### src/rtl/srid_pkg.sv
package srid_pkg;

  typedef enum logic [1:0] {
    ST_IDLE  = 2'd0,
    ST_LOAD  = 2'd1,
    ST_SHIFT = 2'd2
  } srid_state_e;

  // Packed so that the field order matches the write word, bit 4 down to 0
  typedef struct packed {
    logic mode;
    logic start;
    logic lrst;
    logic sclk;
    logic sdat;
  } srid_word_t;

  typedef struct packed {
    logic       go_index;
    logic       go_byte;
    logic [2:0] slot;
  } srid_exec_t;

  // Returns {hit, slot} for the byte-select opcodes
  function automatic logic [3:0] opcode_slot(input logic [7:0] c);
    case (c)
      8'h55:   opcode_slot = 4'b1_000;
      8'hAA:   opcode_slot = 4'b1_001;
      8'h54:   opcode_slot = 4'b1_010;
      8'hA8:   opcode_slot = 4'b1_011;
      8'h50:   opcode_slot = 4'b1_100;
      8'hA0:   opcode_slot = 4'b1_101;
      8'h40:   opcode_slot = 4'b1_110;
      8'h80:   opcode_slot = 4'b1_111;
      default: opcode_slot = 4'b0_000;
    endcase
  endfunction

endpackage

### src/rtl/srid_strobe.sv
module srid_strobe
  import srid_pkg::*;
#(
  parameter int WORD_W = 5
) (
  input  logic              clk,
  input  logic              rst,
  input  logic              wr_en,
  input  logic [WORD_W-1:0] wr_data,
  output srid_word_t        word,
  output logic              fall,
  output logic              rise,
  output logic              sclk_prev
);

  logic sclk_q;

  assign word      = srid_word_t'(wr_data[4:0]);
  assign fall      = wr_en &  sclk_q & ~word.sclk;
  assign rise      = wr_en & ~sclk_q &  word.sclk;
  assign sclk_prev = sclk_q;

  always_ff @(posedge clk) begin
    if (rst) begin
      sclk_q <= 1'b0;
    end else if (wr_en) begin
      sclk_q <= word.sclk;
    end
  end

endmodule

### src/rtl/srid_cmd.sv
module srid_cmd
  import srid_pkg::*;
#(
  parameter int CMD_W = 8,
  parameter int IDX_W = 6
) (
  input  logic             clk,
  input  logic             rst,
  input  logic             fall,
  input  logic             rise,
  input  logic             sdat,
  input  logic             mode,
  output srid_exec_t       exec,
  output logic [IDX_W-1:0] idx,
  output logic             mode_prev
);

  logic [CMD_W-1:0] cmd_q;
  logic [CMD_W-1:0] last_q;
  logic [IDX_W-1:0] idx_q;
  logic             mode_q;
  logic             fire;
  logic [3:0]       dec;

  assign fire      = fall & mode_q & ~mode & (cmd_q != last_q);
  assign dec       = opcode_slot(cmd_q[7:0]);
  assign idx       = idx_q;
  assign mode_prev = mode_q;

  always_comb begin
    exec          = '0;
    exec.go_index = fire & cmd_q[7] & cmd_q[0];
    exec.go_byte  = fire & dec[3];
    exec.slot     = dec[2:0];
  end

  always_ff @(posedge clk) begin
    if (rst) begin
      cmd_q  <= '0;
      last_q <= '0;
      idx_q  <= '0;
      mode_q <= 1'b0;
    end else begin
      if (rise && mode) begin
        cmd_q  <= {cmd_q[CMD_W-2:0], sdat};
        mode_q <= 1'b1;
      end
      if (fall) begin
        mode_q <= mode;
      end
      if (fire) begin
        last_q <= cmd_q;
      end
      if (exec.go_index) begin
        idx_q <= cmd_q[IDX_W:1];
      end
    end
  end

endmodule

### src/rtl/srid_rom.sv
module srid_rom #(
  parameter int         BLOCKS = 64,
  parameter int         BLK_SZ = 8,
  parameter logic [7:0] SALT   = 8'hA5,
  localparam int        AW     = $clog2(BLOCKS * BLK_SZ)
) (
  input  logic [AW-1:0] addr,
  output logic [7:0]    data
);

  logic [15:0] prod;

  always_comb begin
    prod = 16'(addr) * 16'd29;
    data = prod[8:1] + SALT;
  end

endmodule

### src/rtl/srid_core.sv
module srid_core
  import srid_pkg::*;
#(
  parameter int          OUT_W = 32,
  parameter logic [31:0] ID    = 32'h980055AA,
  localparam int         POS_W = $clog2(OUT_W) + 1,
  localparam int         BIT_W = $clog2(OUT_W)
) (
  input  logic             clk,
  input  logic             rst,
  input  logic             wr_en,
  input  srid_word_t       word,
  input  logic             fall,
  input  srid_exec_t       exec,
  input  logic [7:0]       rom_byte,
  output logic             rd_bit,
  output logic [1:0]       st_o,
  output logic [POS_W-1:0] pos_o,
  output logic [OUT_W-1:0] out_o
);

  localparam logic [POS_W-1:0] POS_MAX = '1;

  srid_state_e      st_q, st_n;
  logic [POS_W-1:0] pos_q, pos_n;
  logic [OUT_W-1:0] out_q, out_n;
  logic             rd_q;
  logic [POS_W-1:0] bsel;
  logic             rd_n;

  always_comb begin
    st_n  = st_q;
    pos_n = pos_q;
    out_n = out_q;
    if (wr_en) begin
      if (word.lrst) begin
        st_n  = ST_IDLE;
        pos_n = '0;
      end
      if (fall) begin
        if (st_n == ST_IDLE && word.start) begin
          st_n = ST_LOAD;
        end else if (st_n == ST_LOAD && !word.start) begin
          st_n = ST_SHIFT;
        end
        if (st_n == ST_LOAD) begin
          out_n = ID[OUT_W-1:0];
          pos_n = '0;
        end else if (st_n == ST_SHIFT && pos_n != POS_MAX) begin
          pos_n = pos_n + 1'b1;
        end
        if (exec.go_index) begin
          out_n = '0;
          pos_n = '0;
        end else if (exec.go_byte) begin
          out_n = {rom_byte, {(OUT_W-8){1'b0}}};
          pos_n = '0;
          st_n  = ST_SHIFT;
        end
      end
    end
  end

  always_comb begin
    bsel = POS_W'(OUT_W - 1) - pos_q;
    rd_n = (pos_q < POS_W'(OUT_W)) ? out_q[bsel[BIT_W-1:0]] : 1'b0;
  end

  always_ff @(posedge clk) begin
    if (rst) begin
      st_q  <= ST_IDLE;
      pos_q <= '0;
      out_q <= '0;
      rd_q  <= 1'b0;
    end else begin
      st_q  <= st_n;
      pos_q <= pos_n;
      out_q <= out_n;
      rd_q  <= rd_n;
    end
  end

  assign rd_bit = rd_q;
  assign st_o   = st_q;
  assign pos_o  = pos_q;
  assign out_o  = out_q;

endmodule

### src/rtl/serial_id_responder.sv
module serial_id_responder
  import srid_pkg::*;
#(
  parameter int          WORD_W = 5,
  parameter int          OUT_W  = 32,
  parameter logic [31:0] ID     = 32'h980055AA,
  parameter int          BLOCKS = 64,
  parameter logic [7:0]  SALT   = 8'hA5
) (
  input  logic              clk,
  input  logic              rst,
  input  logic              wr_en,
  input  logic [WORD_W-1:0] wr_data,
  output logic              rd_bit
);

  localparam int BLK_SZ = 8;
  localparam int IDX_W  = $clog2(BLOCKS);
  localparam int AW     = $clog2(BLOCKS * BLK_SZ);
  localparam int POS_W  = $clog2(OUT_W) + 1;

  srid_word_t       word;
  logic             fall, rise, sclk_prev;
  srid_exec_t       exec;
  logic [IDX_W-1:0] idx;
  logic             mode_prev;
  logic [7:0]       rom_byte;
  logic [AW-1:0]    rom_addr;
  logic [1:0]       st;
  logic [POS_W-1:0] pos;
  logic [OUT_W-1:0] shreg;

  srid_strobe #(.WORD_W(WORD_W)) u_strobe (
    .clk(clk), .rst(rst), .wr_en(wr_en), .wr_data(wr_data),
    .word(word), .fall(fall), .rise(rise), .sclk_prev(sclk_prev)
  );

  srid_cmd #(.CMD_W(8), .IDX_W(IDX_W)) u_cmd (
    .clk(clk), .rst(rst), .fall(fall), .rise(rise),
    .sdat(word.sdat), .mode(word.mode),
    .exec(exec), .idx(idx), .mode_prev(mode_prev)
  );

  assign rom_addr = {idx, exec.slot};

  srid_rom #(.BLOCKS(BLOCKS), .BLK_SZ(BLK_SZ), .SALT(SALT)) u_rom (
    .addr(rom_addr), .data(rom_byte)
  );

  srid_core #(.OUT_W(OUT_W), .ID(ID)) u_core (
    .clk(clk), .rst(rst), .wr_en(wr_en), .word(word), .fall(fall),
    .exec(exec), .rom_byte(rom_byte), .rd_bit(rd_bit),
    .st_o(st), .pos_o(pos), .out_o(shreg)
  );

endmodule

### config.mk
export PLATFORM = sky130hd
export DESIGN_NAME = serial_id_responder
export DESIGN_NICKNAME = d
export VERILOG_FILES = /design/src/rtl/srid_pkg.sv /design/src/rtl/srid_strobe.sv /design/src/rtl/srid_cmd.sv /design/src/rtl/srid_rom.sv /design/src/rtl/srid_core.sv /design/src/rtl/serial_id_responder.sv
export SDC_FILE = /design/constraint.sdc
export NUM_CORES = 1
export LEC_CHECK = 0
export CORE_ASPECT_RATIO = 0.6
export CORE_MARGIN = 4
export CORE_UTILIZATION = 55
export CTS_CLUSTER_DIAMETER = 150
export DETAILED_ROUTE_END_ITERATION = 10
export HOLD_SLACK_MARGIN = 0.05
export PLACE_DENSITY = 0.77
export SLEW_MARGIN = 25
export SYNTH_ARGS = -nofsm -noshare
export SYNTH_HDL_FRONTEND = slang
export SYNTH_HIERARCHICAL = 1
export SYNTH_SLANG_ARGS = --single-unit
### constraint.sdc
create_clock -name clk -period 5 [get_ports clk]
set_input_delay 0.75 -clock clk [delete_from_list [all_inputs] [get_ports clk]]
set_output_delay 0.75 -clock clk [all_outputs]
set_load 0.01 [all_outputs]
## Yosys cells after proc, flatten, opt, wreduce, memory -nomap -nowiden

Cells that the tools add are included.

| word-level totals | value |
|---|---|
| register bits | 65 |
| logic and storage cells | 76 |
| output and inout port bits | 1 |

| cells by class | value |
|---|---|
| equal/unequal tests | 13 |
| multipliers | 1 |
| magnitude comparators | 2 |
| add/sub/neg operators | 3 |
| muxes and demuxes | 24 |
| reduce and logical (&&, ||, !) cells | 10 |
| bitwise operators | 14 |

Operators by type and width:

| kind | count |
|---|---|
| $mux W32 | 3 |
| $mux W6 | 7 |
| $eq A8 B7 Y1 const B | 4 |
| $eq A8 B8 Y1 const B | 4 |
| $pmux W4 S8 | 1 |
| $mux W2 | 9 |
| $and A1 B1 Y1 | 10 |
| $mul A9 B5 Y9 const B | 1 |
| $add A8 B8 Y8 const B | 1 |
| $ne A8 B8 Y1 | 1 |
| $add A6 B1 Y6 const B | 1 |
| $lt A5 B6 Y1 const B | 1 |
| $lt A6 B6 Y1 const B | 1 |
| $ne A6 B6 Y1 const B | 1 |
| $bmux W1 S5 | 1 |
| $sub A5 B5 Y5 const A | 1 |
| $eq A2 B1 Y1 const B | 2 |
| $logic_and A1 B1 Y1 | 4 |
| $not A1 Y1 | 4 |
| $mux W1 | 3 |
| $reduce_and A3 Y1 | 1 |
| $reduce_bool A3 Y1 | 1 |
| $eq A2 B2 Y1 const B | 1 |
| $logic_not A2 Y1 | 1 |
| other kinds (3) | 3 |

## Depth between registers and ports, before layout

Gate-level depths: netlist of the first run.

| depth | value |
|---|---|
| depth after elaboration | 15 |
| gate-level depth with buffers | 21 |

## Modules after synthesis

The synthesis of the first run kept the hierarchy.

Modules (own cells, without submodules):

| module | area each (µm²) | cells each | times used |
|---|---|---|---|
| srid_core | 1,218.7 | 155 | 1 |
| srid_cmd | 1,157.4 | 128 | 1 |
| srid_rom | 680.7 | 81 | 1 |
| srid_strobe | 90.1 | 11 | 1 |

## Least setup slack after synthesis of the first run

Ideal clock, no wire load.

| timing | value |
|---|---|
| path type | register to register |
| start point | reg u_cmd.cmd_q[2] |
| end point | reg u_core.out_q[31], in the netlist u_core/out_o[31] |
| buffers on the path | 0 |
| clock period less this slack | 4,310 ps |
| data arrival time | 4,240 ps |
| data required time | 4,930 ps |
| path slack | 690 ps |
| stages on the path, launching flop included | 19 |
| cells stage by stage | dfxtp_1 nor2_1 nand2_1 or4_1 o221ai_1 inv_1 fa_1 inv_1 ha_1 fa_1 ha_1 xor2_1 or3_4 a211oi_2 xnor2_1 inv_1 a21oi_1 nand2_1 a21oi_1 |

RTL lines:

| what | RTL line | text |
|---|---|---|
| start: declaration | srid_cmd.sv:18 | `logic [CMD_W-1:0] cmd_q;` |
| start signal: assignment | srid_cmd.sv:45 | `cmd_q <= {cmd_q[CMD_W-2:0], sdat};` |
| end signal: assignment | srid_core.sv:78 | `out_q <= out_n;` |
| end: declaration | srid_core.sv:26 | `logic [OUT_W-1:0] out_q, out_n;` |

==> results of run 1 <==
==> repair_timing <==
item / 4_1_cts / 5_1_grt
setup buffers: 0 / 0
endpoints found under the setup margin: 0 / 1
resized for setup: 0 / 1
endpoints found under the hold margin: 0 / 0
==> critical path, cell delays in order (launching register included) <==
cell      delay, ns
dfxtp_1        0.46
nor3b_1        0.36
nand4_1        0.17
o221ai_1       0.39
inv_1          0.20
fa_1           0.56
inv_1          0.04
ha_1           0.30
fa_1           0.46
ha_1           0.35
xor2_1         0.21
or3_4          0.36
a211oi_2       0.24
xnor2_1        0.15
inv_1          0.05
a21oi_1        0.13
nand2_1        0.07
a21oi_1        0.13
==> per-stage QoR <==
stage                     instance area, um2  power [mW]  hold slack, ns
final                                   3100       0.605           0.460
after global routing                    3100       0.633           0.485
after CTS                               3090       0.612           0.459
after detailed placement                3000       0.381           0.444
after global placement                  3000       0.381           0.439
after floorplan                         2960       0.372           0.429
==> worst min path at each step <==
| stage | start | endpoint | slack, ns | cells past startpoint |
|---|---|---|---|---|
| 3_3_place_gp | u_core/out_o[28] | u_core/out_o[28] | 0.44 | 2 |
| 3_5_place_dp | u_core/out_o[25] | u_core/out_o[25] | 0.44 | 2 |
| 4_1_cts | u_core/out_o[25] | u_core/out_o[25] | 0.46 | 2 |
| 5_1_grt | u_core/out_o[29] | u_core/out_o[29] | 0.49 | 2 |
| 6_report | u_core/out_o[25] | u_core/out_o[25] | 0.46 | 2 |
| 2_1_floorplan | u_core/out_o[28] | u_core/out_o[28] | 0.43 | 2 |
==> flip-flops by register name (all words and copies together) (netlist names) <==
name,cells
u_strobe/sclk_prev,1
u_cmd/idx,6
u_cmd/last_q,8
u_cmd/mode_prev,1
u_core/out_o,9
u_core/rd_bit,1
u_core/pos_o,6
u_cmd/cmd_q,8
u_core/st_o,2
==> layer usage <==
metal	up-vias	GRT usage
met5	-	0
met4	0	0.0436
met3	5	0.0387
met2	67	0.258
met1	1079	0.305
li1	1169	-
==> where the power goes <==
group          switching (mW)  leakage (nW)  total [mW]  internal (mW)
sequential            0.00217         0.339       0.338          0.336
combinational          0.0205         0.847      0.0350         0.0146
clock                   0.120        0.0482       0.231          0.112
total                   0.143          1.23       0.605          0.462
==> layout make-up <==
| class | count | area [um2] | area share |
|---|---|---|---|
| Multi-Input combinational cell | 251 | 1860 | 0.599 |
| Sequential cell | 42 | 841 | 0.271 |
| Inverter | 35 | 131 | 0.0424 |
| Timing Repair Buffer | 10 | 95.1 | 0.0307 |
| Clock buffer | 7 | 86.3 | 0.0279 |
| Tap cell | 66 | 82.6 | 0.0267 |
| Clock inverter | 1 | 5.00 | 0.00162 |
==> impl_metrics.tcl, run 1 <==
set metrics [dict create \
    max_freq_ghz 0.212 \
    final_nets 376 \
    final_common_cell "dfxtp_1" \
    grt_pass1_wl_um 10200 \
    ir_worst_vdd_mv 0.170 \
    cts_max_level 2 \
    worst-setup-path-type "reg -> reg" \
    drc_errors 0 \
    rrSetupSlack_ns 0.29 \
    fin_ws_ns 0.288 \
    r2r_cells 17 \
    tns_ns 0 \
    ctsHoldBuffers 0 \
    max_slew_margin 0.584 \
    worst_pin_slew_ns 0.622 \
    first_pass_iters 4 \
    antenna_cells 0 \
    clk-insertion-delay-late_ns 0.30 \
    num-fill-cells 449 \
    avgRoutedWirePerCell_um 14.3 \
    worst_r2r_endpoint "u_core/out_o[31]" \
    p_leak_nw 1.23 \
    highest-signal-layer "met4" \
    die_width_um 103 \
    timing.rr.start "u_cmd/cmd_q[7]" \
    vias 2320 \
    grt_pass1_vias 2170 \
    syn_nets 381 \
    gp_congestion 0.869 \
    numCtsBuffers 5 \
    pre_cts_slack_ns 0.325 \
    clk_pin_slew_worst_paths_ns 0.08 \
    coreArea_um2 5130 \
    cts_tree "yes" \
    maxSlewViolCount 0 \
    io_pins 9 \
    met3RoutedLength_um 400 \
    totalWireLength_um 5900 \
    route.met2.wl_um 2290 \
    setup_viol 0 \
    drive_gt1_frac 0.0723 \
    fin_crit_sh 0.942 \
    required_ns 5.23 \
    hold_viol_final 0 \
    syn_area_um2 2960 \
    post-dp-hpwl_um 4460 \
    hold_path_class "reg -> reg" \
    grt_usage 0.191 \
    fin_crit_ns 4.71 \
    crit_arrival_ns 4.94 \
    fp-row-count 20 \
    dp_cells 404 \
    final_cell_mix "42 x dfxtp_1, 35 x inv_1, 30 x nand2_1, 28 x nand2b_1, 26 x a21oi_1" \
    syn_area_per_cell_um2 8.47 \
    ys_warn_count 6 \
    avgViaCountPerCell 5.63 \
    area_growth_syn_to_layout_pct 4.56 \
    fp.dieH_um 64.9 \
    antenna_left 0 \
    worstSetupEndpoint "u_core/out_o[31]" \
    antenna_found_initial 0 \
    fin_skew_ns 0.00552 \
    clk_path_buf_depth 2 \
    crit_path_start "u_cmd/cmd_q[7]" \
    port_buffers 8 \
    root_buffer "clkbuf_8" \
    maxCapViolations 0 \
    rsz0062_at_grt "no" \
    initial_utilization 0.578 \
    drtIter0Drc 175 \
    fin_util 0.604 \
    clock-sinks 42 \
    wl_met1_um 3170 \
    grt_max_degree 56 \
    stdcell_count 412 \
    run_status "finished, final reports clean" \
    worstSetupStartpointType "flop" \
    cp_max_fo 7 \
    endpoint_kind "flop" \
    synth_cells 350 \
    die-area_um2 6660 \
    gr-total-overflow 0 \
    power.density_nw_per_um2 195 \
]
Power figures use the tool's default switching activity.
==> run 2: changes to the inputs <==
CTS_CLUSTER_DIAMETER = 40   (was 150)
==> results of run 2 <==
The final DEF is identical to that of run 1; final timing and power are the same.
==> run 3: changes to the inputs <==
MAX_ROUTING_LAYER = met4   (was default)
PLACE_DENSITY = 0.8   (was 0.77)
clock period = 4.2 ns   (was 5 ns; I/O delays follow)
==> run 3 against run 2 <==
Final cell count up 6.3%. Clock skew up 0.00079 ns. First-iteration DRC count shrank 24%. Clock power grew 17%. Combinational power increased by 34%. Sequential cell count stayed put. Via count is 6.4% higher. Worst hold slack worse by 0.0051 ns.
==> impl_metrics.tcl, run 3 (synthesis gave the netlist of run 1 again) <==
set metrics [dict create \
    power.density_nw_per_um2 210 \
    avgViaCountPerCell 5.64 \
    initial_utilization 0.578 \
    grt_usage 0.213 \
    area_growth_syn_to_layout_pct 15.4 \
    ctsHoldBuffers 0 \
    clk_path_buf_depth 2 \
    run_status "finished, final reports clean" \
    power.internal_mw 0.553 \
    post-dp-hpwl_um 4780 \
    fin_area_um2 3420 \
    rsz0062_at_grt "yes" \
    max_freq_ghz 0.240 \
    clock-sinks 42 \
    ir_worst_vdd_mv 0.196 \
    final_nets 402 \
    max_slew_margin 0.472 \
    grt_max_degree 30 \
    p_comb_frac 0.065 \
    fp.dieH_um 64.9 \
    maxCapViolations 0 \
    io_pins 9 \
    final_cell_mix "38 x dfxtp_1, 33 x inv_1, 29 x nand2_1, 28 x nand2b_1, 27 x buf_4" \
    port_buffers 8 \
    final_common_cell "dfxtp_1" \
    clk_pin_slew_worst_paths_ns 0.08 \
    grt_pass1_vias 2238 \
    p_seq_frac 0.559 \
    cts_tree "yes" \
    fin_crit_sh 0.991 \
    largest_reg_flops 9 \
    cp_max_fo 4 \
    fin_crit_ns 4.16 \
    coreArea_um2 5130 \
    crit_path_start "u_cmd/cmd_q[7]" \
    numCtsBuffers 5 \
    route.met2.wl_um 2900 \
    placed_area_um2 3180 \
    gr-total-overflow 0 \
    p_sw_mw 0.166 \
    endpoint_kind "flop" \
    worst-setup-path-type "reg -> reg" \
    fin_skew_ns 0.00631 \
    grt_pass1_wl_um 11000 \
    drtIter0Drc 133 \
    cts_max_level 2 \
    worstSetupStartpointType "flop" \
    gp_congestion 0.840 \
    fp-row-count 20 \
    root_buffer "clkbuf_8" \
    crit_arrival_ns 4.38 \
    p_leak_nw 1.37 \
    rrSetupSlack_ns 0.04 \
    totalWireLength_um 6680 \
    highest-signal-layer "met4" \
    fin_util 0.666 \
    min-delay-start "u_core/out_o[28]" \
    worst_pin_slew_ns 0.789 \
    setup_viol 0 \
    met3RoutedLength_um 378 \
    p_clk_frac 0.376 \
    avgRoutedWirePerCell_um 15.2 \
    timing.rr.start "u_cmd/cmd_q[7]" \
    drive_gt1_frac 0.191 \
    maxSlewViolCount 0 \
    hold_viol_final 0 \
    antenna_left 0 \
    required_ns 4.41 \
    die_width_um 103 \
    antenna_found_initial 0 \
    drc_errors 0 \
    clk-insertion-delay-late_ns 0.30 \
    hold_path_class "reg -> reg" \
    vias 2469 \
    sw_frac_of_total 0.231 \
    die-area_um2 6660 \
    first_pass_iters 4 \
    antenna_cells 0 \
    wl_met1_um 3310 \
]
==> run 3: final cells by class <==
cell class	instances	area, um2
inverter	35	131
clock buffer	7	86.3
tap	66	82.6
multi-input combinational	251	1970
sequential	42	848
timing repair buffer	36	294
fill	428	1710
clock inverter	1	5.00
==> run 3: timing repair <==
action	in CTS	in global routing
gates resized for setup	3	21
setup buffers	0	5
pin swaps	2	18
setup endpoints to repair	2	3
==> run 3: worst max-delay path, stage by stage (launching register included) <==
cell	delay (ns)
dfxtp_4	0.37
xnor2_1	0.13
or4_4	0.49
o221ai_4	0.09
inv_2	0.09
fa_1	0.53
inv_2	0.05
ha_4	0.21
fa_1	0.55
ha_4	0.23
xor2_2	0.15
or3_4	0.40
a211oi_2	0.24
xnor2_1	0.14
inv_1	0.08
a21oi_2	0.12
nand2_1	0.07
a21oi_1	0.14
==> run 3: worst paths after layout <==
check	cells past startpoint	endpoint
max reg2reg	17	u_core/out_o[31]
max	17	u_core/out_o[31]
min reg2reg	2	u_core/out_o[28]
min	2	u_core/out_o[28]
==> run 3: metrics by stage <==
stage	setup slack, ns	instances	TNS, ns	power [mW]	hold slack (ns)
after floorplan	0.00857	350	0	0.443	0.429
after detailed placement	-0.0852	426	-0.112	0.456	0.442
after global placement	0.0417	426	0	0.455	0.438
final	0.0365	438	0	0.719	0.455
after global routing	-0.171	438	-0.171	0.754	0.477
after CTS	0.00305	434	0	0.726	0.451
==> run 3: power groups by stage <==
| stage | registers [mW] | clock network [mW] | logic, mW |
|---|---|---|---|
| 4_1_cts | 0.402 | 0.279 | 0.0444 |
| 3_3_place_gp | 0.412 | 0 | 0.0434 |
| 3_5_place_dp | 0.412 | 0 | 0.0441 |
| 2_1_floorplan | 0.412 | 0 | 0.0312 |
| 6_report | 0.402 | 0.270 | 0.0468 |
| 5_1_grt | 0.402 | 0.300 | 0.0514 |
==> run 3: per-layer routing <==
layer / GRT usage / up-vias
met2: 0.291 / 58
met3: 0.0355 / 9
li1: - / 1221
met4: 0.0549 / 0
met5: - / -
met1: 0.323 / 1181
